`src/rtl/tbus_pkg.sv`:
```
// Package: shared owner encoding and master indices for the target bus arbiter.
// Assumes three masters in fixed order CPU, debug, coprocessor.
package tbus_pkg;
    localparam int NMAST = 3;
    localparam int M_CPU = 0;
    localparam int M_DBG = 1;
    localparam int M_COP = 2;

    typedef enum logic [1:0] {
        OWN_NONE = 2'd0,
        OWN_CPU  = 2'd1,
        OWN_DBG  = 2'd2,
        OWN_COP  = 2'd3
    } owner_t;
endpackage

```
`src/rtl/tbus_pick.sv`:
```
// Module: next-owner selection. Purely combinational.
// Assumes req bit order CPU, debug, coprocessor. A live owner is never
// replaced. On a free bus a coprocessor special access goes first, then
// CPU, then debug, then an ordinary coprocessor access.
module tbus_pick
    import tbus_pkg::*;
(
    input  owner_t           cur,
    input  logic [NMAST-1:0] req,
    input  logic             cop_spec,
    output owner_t           nxt,
    output logic             special_start
);
    logic hold;

    // Decide whether the current owner keeps the bus.
    always_comb begin
        case (cur)
            OWN_CPU: hold = req[M_CPU];
            OWN_DBG: hold = req[M_DBG];
            OWN_COP: hold = req[M_COP];
            default: hold = 1'b0;
        endcase
    end

    // Choose the owner for the next cycle.
    always_comb begin
        special_start = 1'b0;
        nxt           = OWN_NONE;
        if (hold) begin
            nxt = cur;
        end else if (req[M_COP] && cop_spec) begin
            nxt           = OWN_COP;
            special_start = 1'b1;
        end else if (req[M_CPU]) begin
            nxt = OWN_CPU;
        end else if (req[M_DBG]) begin
            nxt = OWN_DBG;
        end else if (req[M_COP]) begin
            nxt = OWN_COP;
        end
    end
endmodule

```
`src/rtl/tbus_viol.sv`:
```
// Module: sticky detector for CPU writes into the protected coprocessor RAM window.
// Assumes the window bounds are inclusive and cpu_granted is the registered CPU grant.
module tbus_viol #(
    parameter int              AW      = 16,
    parameter logic [AW-1:0]   PROT_LO = 16'h2000,
    parameter logic [AW-1:0]   PROT_HI = 16'h27FF
) (
    input  logic          clk,
    input  logic          rst_n,
    input  logic          cpu_granted,
    input  logic          cpu_wr,
    input  logic [AW-1:0] cpu_addr,
    input  logic          clr,
    output logic          flag
);
    logic hit;

    // Flag a granted CPU write that falls inside the window.
    always_comb begin
        hit = cpu_granted && cpu_wr && (cpu_addr >= PROT_LO) && (cpu_addr <= PROT_HI);
    end

    // Hold the flag until cleared; a new hit beats a clear.
    always_ff @(posedge clk) begin
        if (!rst_n) flag <= 1'b0;
        else        flag <= hit | (flag & ~clr);
    end
endmodule

```
`src/rtl/tbus_arbiter.sv`:
```
// Module: fixed-priority arbiter for one target bus shared by CPU, debug master
// and coprocessor. Grants are registered and one-hot. A coprocessor special-region
// access stalls the CPU and debug master and reserves the external bus.
// Assumes masters hold their request high for the whole of an access.
module tbus_arbiter
    import tbus_pkg::*;
#(
    parameter int            AW      = 16,
    parameter logic [AW-1:0] PROT_LO = 16'h2000,
    parameter logic [AW-1:0] PROT_HI = 16'h27FF
) (
    input  logic             clk,
    input  logic             rst_n,
    input  logic             emul_mode,
    input  logic             cpu_req,
    input  logic             cpu_wr,
    input  logic [AW-1:0]    cpu_addr,
    input  logic             cpu_spec,
    input  logic             dbg_req,
    input  logic             dbg_wr,
    input  logic [AW-1:0]    dbg_addr,
    input  logic             dbg_spec,
    input  logic             cop_req,
    input  logic             cop_wr,
    input  logic [AW-1:0]    cop_addr,
    input  logic             cop_spec,
    input  logic             viol_clr,
    output logic [NMAST-1:0] grant,
    output logic             cpu_stall,
    output logic             dbg_stall,
    output logic             cop_stall,
    output logic             ext_reserve,
    output logic             ext_mirror,
    output logic             viol_irq
);
    localparam int OWN_W = $bits(owner_t);

    owner_t           owner_q;
    owner_t           owner_d;
    logic             special_q;
    logic             special_start;
    logic             special_d;
    logic [NMAST-1:0] req;

    // Unused decode inputs are kept for a uniform master interface.
    logic unused_ok;
    assign unused_ok = ^{cpu_spec, dbg_wr, dbg_addr, dbg_spec, cop_wr, cop_addr};

    // Gather requests in master index order.
    always_comb begin
        req        = '0;
        req[M_CPU] = cpu_req;
        req[M_DBG] = dbg_req;
        req[M_COP] = cop_req;
    end

    tbus_pick u_pick (
        .cur           (owner_q),
        .req           (req),
        .cop_spec      (cop_spec),
        .nxt           (owner_d),
        .special_start (special_start)
    );

    // Keep the special flag while the coprocessor holds its access.
    always_comb begin
        special_d = special_start | (special_q && (owner_q == OWN_COP) && cop_req);
    end

    // Register the owner and the special-access flag.
    always_ff @(posedge clk) begin
        if (!rst_n) begin
            owner_q   <= OWN_NONE;
            special_q <= 1'b0;
        end else begin
            owner_q   <= owner_d;
            special_q <= special_d;
        end
    end

    // Decode the owner into one grant line per master.
    for (genvar gi = 0; gi < NMAST; gi++) begin : g_grant
        assign grant[gi] = (owner_q == owner_t'(OWN_W'(gi + 1)));
    end

    // Stall a waiting master; a special access holds off CPU and debug.
    always_comb begin
        cpu_stall = (cpu_req & ~grant[M_CPU]) | special_q;
        dbg_stall = (dbg_req & ~grant[M_DBG]) | special_q;
        cop_stall = cop_req & ~grant[M_COP];
    end

    // Drive the external bus reserve and the emulation mirror.
    always_comb begin
        ext_reserve = special_q;
        ext_mirror  = emul_mode & (|grant);
    end

    tbus_viol #(
        .AW      (AW),
        .PROT_LO (PROT_LO),
        .PROT_HI (PROT_HI)
    ) u_viol (
        .clk         (clk),
        .rst_n       (rst_n),
        .cpu_granted (grant[M_CPU]),
        .cpu_wr      (cpu_wr),
        .cpu_addr    (cpu_addr),
        .clr         (viol_clr),
        .flag        (viol_irq)
    );
endmodule

```
`config.mk`:
```
export PLATFORM = sky130hd
export DESIGN_NAME = tbus_arbiter
export DESIGN_NICKNAME = d
export VERILOG_FILES = /design/src/rtl/tbus_pkg.sv /design/src/rtl/tbus_pick.sv /design/src/rtl/tbus_viol.sv /design/src/rtl/tbus_arbiter.sv
export SDC_FILE = /design/constraint.sdc
export NUM_CORES = 1
export LEC_CHECK = 0
export ABC_AREA = 1
export BUFFER_PORTS_ARGS = -buffer_cell sky130_fd_sc_hd__buf_2
export CAP_MARGIN = 10
export CORE_MARGIN = 4
export CORE_UTILIZATION = 20
export CTS_CLUSTER_SIZE = 30
export DETAILED_ROUTE_END_ITERATION = 8
export HOLD_SLACK_MARGIN = 0.12
export PLACE_DENSITY = 0.72
export SETUP_SLACK_MARGIN = 0.02
export SYNTH_ARGS = -nofsm -noshare
export SYNTH_HDL_FRONTEND = slang
export SYNTH_HIERARCHICAL = 1
export SYNTH_SLANG_ARGS = --single-unit
```
`constraint.sdc`:
```
create_clock -name clk -period 1 [get_ports clk]
set_input_delay 0.15 -clock clk [delete_from_list [all_inputs] [get_ports clk]]
set_output_delay 0.15 -clock clk [all_outputs]
set_load 0.02 [all_outputs]
```
==> Word level (Yosys, flattened, before mapping) <==
Index checks and enable logic that the tools add are counted.
Widths: inputs -> output; s select.
{ "word_totals": {"output_inout_bits": 9, "inputBits": 61, "ff_bits": 4} }
{ "classes": {"n_lt_le_gt_ge": 2, "n_eq_ne": 3, "bitwise_logic": 13, "mux": 7, "n_reduce_logical": 7} }
{ "op_table": {"columns": ["op", "n"], "rows": [
  ["$ge 16x14->1 const B", 1],
  ["$le 16x14->1 const B", 1],
  ["$mux 2", 4],
  ["$logic_and 1x1->1", 6],
  ["$and 1x1->1", 5],
  ["$eq 2x2->1 const B", 2],
  ["$not 1->1", 4],
  ["$or 1x1->1", 4],
  ["$pmux 1 s3", 1],
  ["$reduce_or 3->1", 1],
  ["$eq 2x1->1 const B", 1],
  ["$mux 1", 2]
]} }

==> Longest topological paths before layout <==
Gate-level depths: netlist of run 1.
{ "logic_depth": {"depth_word": 5, "depth_mapped": 8, "ltp_nobuf": 8} }

==> By module <==
Netlist of run 1, hierarchy kept.
{ "modules_own_cells": {"columns": ["mod", "area_per_inst_um2", "n_inst", "cells_each"], "rows": [
  ["tbus_arbiter", 152.6, 1, 26],
  ["tbus_pick", 100.1, 1, 22],
  ["tbus_viol", 73.8, 1, 14]
]} }

==> Least setup slack after synthesis of run 1 <==
No wires, ideal clock.
{ "synth_timing": {"kind": "reg-to-reg", "start": "register owner_q[0]", "end": "register u_viol.flag", "setup_time_ps": 66, "stages_incl_launch_ff": 7, "arrival_time_ps": 1170, "path_buffers": 0, "path_slack_ps": -236, "path_cell_list": "dfxtp_1 > inv_1 > nor2_1 > nand2_1 > nor2_1 > nand2_1 > a21oi_2"} }
{ "synth_between": {"elab_chain_len": 5} }
{ "synth_rtl": {"columns": ["item", "line_no", "text"], "rows": [
  ["from (decl)", "tbus_arbiter.sv:38", "owner_t owner_q;"],
  ["from (signal assigned)", "tbus_arbiter.sv:76", "owner_q <= owner_d;"],
  ["$eq 2x1->1", "tbus_arbiter.sv:83", "assign grant[gi] = (owner_q == owner_t'(OWN_W'(gi + 1)));"],
  ["net grant[0]", "tbus_arbiter.sv:28", "output logic [NMAST-1:0] grant,"],
  ["$logic_and 1x1->1 (3 in a row)", "tbus_viol.sv:20", "hit = cpu_granted && cpu_wr && (cpu_addr >= PROT_LO) && (cpu_addr <= PROT_HI);"],
  ["$or 1x1->1", "tbus_viol.sv:26", "else flag <= hit | (flag & ~clr);"],
  ["to (signal assigned)", "tbus_viol.sv:26", null],
  ["to (decl)", "tbus_viol.sv:14", "output logic flag"]
]} }
The timed path passes the listed nets, and every way through them passes these cells.
A chain may end at the register's enable or synchronous reset.

==> Worst setup path in the final report of run 1 <==
{ "layout_timing": {"start": "register owner_q[1]", "end": "output port ext_mirror"} }
{ "layout_between": {"elab_chain_len": 3, "word_cells_on_any_way": 5} }
{ "layout_rtl": {"columns": ["item", "line_no", "text"], "rows": [
  ["$eq 2x2->1 or $eq 2x1->1 (tied branches)", "tbus_arbiter.sv:83", null],
  ["$reduce_or 3->1 *", "tbus_arbiter.sv:96", "ext_mirror = emul_mode & (|grant);"],
  ["$and 1x1->1 *", "tbus_arbiter.sv:96", null],
  ["to (decl)", "tbus_arbiter.sv:33", "output logic ext_mirror,"]
]} }
Mark *: on every way between the ends. The rest lies on a longest branch, timed or not.

==> results of run 1 <==
-- cells in the mapped netlist (all sizes together) --
| cell type | count |
|---|---|
| nand2 | 22 |
| inv | 17 |
| nor2 | 9 |
| a21oi | 5 |
| dfxtp | 4 |
| nand3 | 2 |
| o21ai | 2 |
| o21a | 1 |
-- worst max-delay path, cell delays in order (launching register included) --
cell,delay (ns)
dfxtp_4,0.35
buf_6,0.12
o21a_1,0.18
buf_6,0.13
-- metal layers --
layer  part of all wire  global-route usage  wire length (µm)
met1               0.46               0.118               425
met2               0.40               0.126               371
met3               0.13              0.0491               119
met4             0.0097              0.0415                 9
met5                  0                   0                 0
-- power groups by stage --
stage | logic [mW] | registers (mW) | clock network [mW]
finish | 0.306 | 0.195 | 0.200
CTS | 0.283 | 0.196 | 0.212
floorplan | 0.137 | 0.198 | 0
detailed placement | 0.235 | 0.195 | 0
global route | 0.341 | 0.198 | 0.220
global placement | 0.231 | 0.196 | 0
-- logic make-up (layout without fill, tap and decap cells) --
family                 after synthesis  in the layout  share of synthesized area
and+or+nand+nor                     33             33                      0.418
AOI/OAI and AO/OA                    8              8                      0.142
DFF                                  4              4                      0.245
buffers and inverters               17             46                      0.195
-- final timing paths --
kind,startpoint,to,cells past startpoint
setup / recovery,owner_q[1],ext_mirror,3
hold / removal,rst_n,owner_q[1],3
setup reg to reg,owner_q[0],owner_q[1],9
hold reg to reg,u_viol/flag,u_viol/flag,2
-- flip-flops by register name, indices dropped and copies added (netlist names) --
signal / cells
owner_q: 2
ext_reserve: 1
u_viol/flag: 1
-- final cells by class --
| cell class | instances | area (µm²) | area share |
|---|---|---|---|
| clock buffers | 3 | 22.5 | 0.0381 |
| well taps | 16 | 20.0 | 0.0339 |
| repair buffers | 26 | 184 | 0.311 |
| inverters | 17 | 63.8 | 0.108 |
| flip-flops and latches | 4 | 87.6 | 0.148 |
| multi-input cells | 41 | 213 | 0.360 |
-- per-stage QoR --
stage | cell area [µm²] | hold slack [ns] | instances
3_5_place_dp | 490 | 0.378 | 103
2_1_floorplan | 338 | 0.243 | 62
4_1_cts | 563 | 0.133 | 106
6_report | 591 | 0.138 | 107
3_3_place_gp | 490 | 0.379 | 103
5_1_grt | 591 | 0.153 | 107
-- repair_timing --
action                                  in CTS  in global routing
hold buffers                                 0                  0
gates resized for setup                     21                  5
buffers inserted                             0                  1
pin swaps                                    3                  6
endpoints found under the setup margin      10                 11
==> results.toml, run 1 <==
[layout]
num-nets-final = 154
postLayoutCoreUtil = 0.388
final_cell_mix = "nand2_1, buf_2, inv_1"
final_common_cell = "nand2_1"
drive_gt1_frac = 0.484
num_antenna_cells = 0
fillerInstances = 171
synthToLayoutAreaGrowth_pct = 80.8

[sta]
fin_ws_ns = -0.169
hold_viol = 0
fmax_mhz = 855
fin_crit_sh = 1.17
tns_ns = -0.882
setup_viol = 10
drv_slew = 0
fin_skew_ns = 0.000668
min_period_ns = 1.17
maxSlewHeadroom = 0.912
worst_pin_slew_ns = 0.132
rsz0062_at_grt = "yes"

[job]
drv_cap = 0

[pwr]
intPower_mw = 0.455
combPwrFrac = 0.437
p_seq_frac = 0.278
power_mw = 0.702
p_leak_nw = 0.339
switchingPower_mw = 0.247
switching_share = 0.352
irDropWorstVdd_mv = 0.637
powerDensity_nw_per_um2 = 1190
power.share.clock = 0.285

[worst_setup_path]
rrSetupSlack_ns = -0.04
endpoint_kind = "primary output"
crit_arrival_ns = 1.02
crit_type = "reg -> out"
cp_max_fo = 6
crit_required_ns = 0.85
cp-start-kind = "flop"

[synth]
ys_types = 12
synth_warnings = 6
netlist.area_leader.share = 0.245
syn_inst = 62
syn-num-nets = 123
syn_area_um2 = 327
synth_top_area_cell = "dfxtp_1"
synth_area_per_cell_um2 = 5.27
yosys-top-cells-area = "dfxtp_1, nand2_1, inv_1"
yosysSeqAreaShare = 0.245
ys_ff_latch = 4

[clock_network]
cts-root-buf = "clkbuf_4"
htreeDepth = 1
tritoncts = "built"
cts-buffers-inserted = 3
path_clk_slew_ns = 0.04
clkSinkCount = 4
clock_latency_ns = 0.23
clk_path_buf_depth = 2

[route]
firstDrtPassIters = 4
drt_iter0_markers = 9
vias = 441
drt-vias-per-instance = 4.12
postRouteAntennaNets = 0
wire_per_inst_um = 8.65
totalWireLength_um = 926
drc = 0

[global_route]
grt_max_degree = 9
grt_overflow_total = 0
grt.total_usage = 0.0925
grt_pass1_wl_um = 1770
grt_pass1_vias = 435
antenna_found_initial = 0

[placed_design]
io_buffers = 22
dp_slack_ns = 0.00183
gp_congestion = 0.717
hpwl_um = 715

[floorplanning]
die_height_um = 48.4
io_pins = 70
rows = 14
die_w_um = 48.4
initial_core_util = 0.214
die_area_um2 = 2340
core_area_um2 = 1520

[outcome]
violations = "negative setup slack"
outcome = "finished, violations left"

[min_path]
hp-class = "in -> reg"
Note: power is estimated with default switching activity, not from simulation.
==> inputs of run 2 (changes only) <==
--- a/config.mk
+++ b/config.mk
@@ -14,6 +14,7 @@
 export DETAILED_ROUTE_END_ITERATION = 8
 export HOLD_SLACK_MARGIN = 0.12
 export PLACE_DENSITY = 0.72
+export RECOVER_POWER = 50
 export SETUP_SLACK_MARGIN = 0.02
 export SYNTH_ARGS = -nofsm -noshare
 export SYNTH_HDL_FRONTEND = slang
==> run 2 against run 1 <==
Effect of this change: the flow still finishes with violations (negative setup slack); sequential power about the same; non-clock buffer count stayed put; via count unchanged; design area unchanged; combinational power about the same; total power about the same; fmax unchanged; setup slack is the same; clock power barely moved; count of clock-buffer cells in the layout did not move; sequential cell count is the same; largest power group unchanged.
==> results.toml, run 2 (same netlist as run 1, synthesis figures left out) <==
[clock_network]
clock_latency_ns = 0.23
clk_path_buf_depth = 2
cts-buffers-inserted = 3
path_clk_slew_ns = 0.04
clkSinkCount = 4
htreeDepth = 1
tritoncts = "built"
cts-root-buf = "clkbuf_4"

[placed_design]
gp_congestion = 0.717
dp_slack_ns = 0.00183
io_buffers = 22
dp_cells = 103
hpwl_um = 715

[pwr]
p_leak_nw = 0.338
powerDensity_nw_per_um2 = 1190
switching_share = 0.352
switchingPower_mw = 0.247
power.share.clock = 0.285
p_seq_frac = 0.278
irDropWorstVdd_mv = 0.637
intPower_mw = 0.455
combPwrFrac = 0.436

[job]
drv_cap = 0

[sta]
fin_crit_sh = 1.17
rsz0062_at_grt = "yes"
hold_viol = 0
setup_viol = 10
fin_skew_ns = 0.000668
worst_pin_slew_ns = 0.132
fin_ws_ns = -0.169
fmax_mhz = 855
min_period_ns = 1.17
maxSlewHeadroom = 0.912
drv_slew = 0

[global_route]
grt_pass1_wl_um = 1770
grt.total_usage = 0.0925
antenna_found_initial = 0
grt_pass1_vias = 435
grt_max_degree = 9
grt_overflow_total = 0

[floorplanning]
rows = 14
core_area_um2 = 1520
die_area_um2 = 2340
initial_core_util = 0.214
io_pins = 70
die_w_um = 48.4
die_height_um = 48.4

[route]
drc = 0
wire_per_inst_um = 8.64
drt-vias-per-instance = 4.12
drt_iter0_markers = 9
totalWireLength_um = 925
firstDrtPassIters = 4
vias = 441
postRouteAntennaNets = 0

[worst_setup_path]
path_cells = "buf_6 -> o21a_1 -> buf_6"
cp_max_fo = 6
crit_path_start = "owner_q[1]"
crit_end = "ext_mirror"
endpoint_kind = "primary output"
cp_top_family = "flip-flops"
cp.depth = 3
crit_buf_inv = 2
r2r_start = "owner_q[0]"
crit_required_ns = 0.85
slowest_delay_ns = 0.35
crit_arrival_ns = 1.02
r2r-end = "owner_q[1]"
path_common_cell = "buf_6"
crit_type = "reg -> out"
cp-start-kind = "flop"
reg2regPathDepth = 9
rrSetupSlack_ns = -0.04
critPathSlowestCell = "dfxtp_4"

[outcome]
outcome = "finished, violations left"
violations = "negative setup slack"

[layout]
final_cell_mix = "nand2_1, inv_1, buf_2"
synthToLayoutAreaGrowth_pct = 80.8
regMostFlops = "owner_q"
final_common_cell = "nand2_1"
fillerInstances = 171
largest_reg_flops = 2
num-nets-final = 154
fin_cells = 107
postLayoutCoreUtil = 0.388
num_antenna_cells = 0
drive_gt1_frac = 0.484

[min_path]
hp-class = "in -> reg"
-- run 2: cell count changes in the layout (fill, tap and decap cells not counted), sizes merged --
cell,delta
clkbuf,+1
buf,-1
-- run 2: worst min path at each step --
stage	from	cells after the start	to
final	rst_n	3	owner_q[1]
after global routing	rst_n	3	owner_q[0]
after CTS	rst_n	3	owner_q[1]
after detailed placement	rst_n	3	owner_q[1]
after global placement	rst_n	3	owner_q[1]
after floorplan	rst_n	2	owner_q[1]
-- run 2: stage by stage --
stage / hold slack (ns) / area (µm²) / power (mW) / setup TNS, ns
2_1_floorplan: 0.243 / 338 / 0.335 / 0
3_3_place_gp: 0.379 / 490 / 0.427 / 0
3_5_place_dp: 0.378 / 490 / 0.431 / 0
4_1_cts: 0.133 / 563 / 0.692 / -0.898
5_1_grt: 0.153 / 591 / 0.759 / -1.55
6_report: 0.138 / 591 / 0.702 / -0.882
-- run 2: final cells by class --
cell class	count	area, µm²	share of cell area
clock buffer	3	22.5	0.0381
inverter	17	63.8	0.108
multi-input combinational	41	213	0.360
sequential	4	87.6	0.148
tap	16	20.0	0.0339
timing repair buffer	26	184	0.311
-- run 2: tightest hold or removal path, cell delays in order --
cell and delay (ns):
buf_2 0.11, nand2_1 0.05, inv_1 0.04
-- run 2: power by group through the flow --
stage / Combinational (mW) / Sequential, mW / Clock (mW)
floorplan: 0.137 / 0.198 / 0
global placement: 0.231 / 0.196 / 0
detailed placement: 0.235 / 0.195 / 0
CTS: 0.283 / 0.196 / 0.212
global route: 0.341 / 0.198 / 0.220
finish: 0.306 / 0.195 / 0.200
-- run 2: what timing repair did --
| item | 4_1_cts | 5_1_grt |
|---|---|---|
| setup endpoints to repair | 10 | 11 |
| hold buffers | 0 | 0 |
| setup buffers | 0 | 1 |
| resized for setup | 21 | 5 |
| hold endpoints to repair | 0 | 0 |
| pin swaps | 3 | 6 |
-- run 2: layer usage --
metal,share of wire,GRT usage
met2,0.40,0.126
met1,0.46,0.118
met3,0.13,0.0491
met4,0.0097,0.0415
met5,0,0
==> inputs of run 3 (changes only) <==
==> constraint.sdc (replaced) <==
create_clock -name clk -period 1 [get_ports clk]
set_input_delay 0.15 -clock clk [delete_from_list [all_inputs] [get_ports clk]]
set_output_delay 0.15 -clock clk [all_outputs]
set_load 0.05 [all_outputs]
==> run 3 against run 2 <==
Effect of this change: the flow still finishes with violations (negative setup slack); via count up 1.6%; die area unchanged; critical endpoint is now cpu_stall; critical path depth up 1; register-to-register slack worse by 0.09 ns.
==> results.toml, run 3 (same netlist as run 1, synthesis figures left out) <==
[sta]
fmax_mhz = 827
maxSlewHeadroom = 0.895
fin_crit_sh = 1.21
fin_ws_ns = -0.209
min_period_ns = 1.21
drv_slew = 0
tns_ns = -1.31
hold_viol = 0
worst_pin_slew_ns = 0.159
fin_hold_ws_ns = 0.139
setup_viol = 11
fin_skew_ns = 0.00863
rsz0062_at_grt = "yes"

[clock_network]
cts-root-buf = "clkbuf_4"
clock_latency_ns = 0.23
holdBufCountCts = 0
tritoncts = "built"
clkSinkCount = 4
cts-buffers-inserted = 3
path_clk_slew_ns = 0.04
htreeDepth = 1
clk_path_buf_depth = 2

[global_route]
grt.total_usage = 0.0942
grt_pass1_wl_um = 1770
grt_overflow_total = 0
grt_pass1_vias = 442
antenna_found_initial = 0
grt_max_degree = 7

[worst_setup_path]
slowest_delay_ns = 0.39
crit_arrival_ns = 1.06
path_cells = "inv_2 -> o21ai_2 -> nand2_2 -> buf_6"
cp-start-kind = "flop"
endpoint_kind = "primary output"
cp_max_fo = 6
crit_type = "reg -> out"
crit_required_ns = 0.85
critPathSlowestCell = "dfxtp_4"

[layout]
final_cell_mix = "nand2_1, inv_1, buf_2"
largest_reg_flops = 2
num-nets-final = 152
fillerInstances = 159
num_antenna_cells = 0
regMostFlops = "owner_q"
final_common_cell = "nand2_1"
synthToLayoutAreaGrowth_pct = 87.7
drive_gt1_frac = 0.539

[route]
firstDrtPassIters = 4
vias = 448
wire_per_inst_um = 9.96
drc = 0
postRouteAntennaNets = 0
drt_iter0_markers = 3
drt-vias-per-instance = 4.27
totalWireLength_um = 1050

[min_path]
hp-class = "in -> reg"

[placed_design]
gp_congestion = 0.737
io_buffers = 22
hpwl_um = 786

[outcome]
violations = "negative setup slack"
outcome = "finished, violations left"

[floorplanning]
die_area_um2 = 2340
die_height_um = 48.4
rows = 14
initial_core_util = 0.214
core_area_um2 = 1520
io_pins = 70
die_w_um = 48.4

[pwr]
irDropWorstVdd_mv = 0.577
p_leak_nw = 0.335
powerDensity_nw_per_um2 = 1290

[job]
drv_cap = 0
## run 3: changes by cell type in the layout (fill, tap and decap cells not counted), moves of 2 or more
cell      delta
buf_8        +2
nand2_2      +2
clkbuf_4     +2
nand2_1      -3
buf_4        -3
## run 3: what timing repair did
action | CTS | global route
resized for setup | 21 | 6
endpoints found under the setup margin | 12 | 12
setup buffers | 1 | 0
pin swaps | 7 | 1
## run 3: through the flow
stage               instance area, µm²  cells  total power [mW]   util  setup slack [ns]
finish                             613    105             0.791  0.402            -0.209
global route                       613    105             0.837  0.402            -0.264
CTS                                594    105             0.784  0.390            -0.192
detailed placement                 507    101             0.513  0.333           -0.0566
global placement                   507    101             0.507  0.333           -0.0389
floorplan                          369     62             0.426      -            -0.214
## run 3: worst max-delay path: cells and delay by family (launching register included)
family | cells | cell delay [ns]
flops | 1 | 0.39
buf+inv | 2 | 0.22
compound gates | 1 | 0.14
simple gates | 1 | 0.07
## run 3: routing by layer
layer,part of all wire,wire length (µm),GRT usage,vias to the layer above
met5,0,0,0,-
met3,0.067,70,0.0276,0
met4,0,0,0.0415,0
li1,-,-,-,236
met1,0.40,418,0.101,194
met2,0.53,558,0.167,18
## run 3: area by class of cell
cell class	instances	area [µm²]	area share
multi-input combinational	41	226	0.369
timing repair buffer	24	185	0.302
sequential	4	88.8	0.145
inverter	17	70.1	0.114
clock buffer	3	22.5	0.0367
tap	16	20.0	0.0327
## run 3: path summary, 6_finish.rpt
kind                             startpoint          end  slack (ns)  cells after the start
worst min-delay path                  rst_n   owner_q[0]        0.14                      3
worst max-delay path             owner_q[0]    cpu_stall       -0.21                      4
worst max register to register   owner_q[0]   owner_q[1]       -0.13                      8
worst min register to register  u_viol/flag  u_viol/flag        0.48                      2
## run 3: report_power, final
part / switching, mW / internal [mW]
Combinational: 0.239 / 0.151
Clock: 0.0622 / 0.134
Sequential: 0.0296 / 0.175
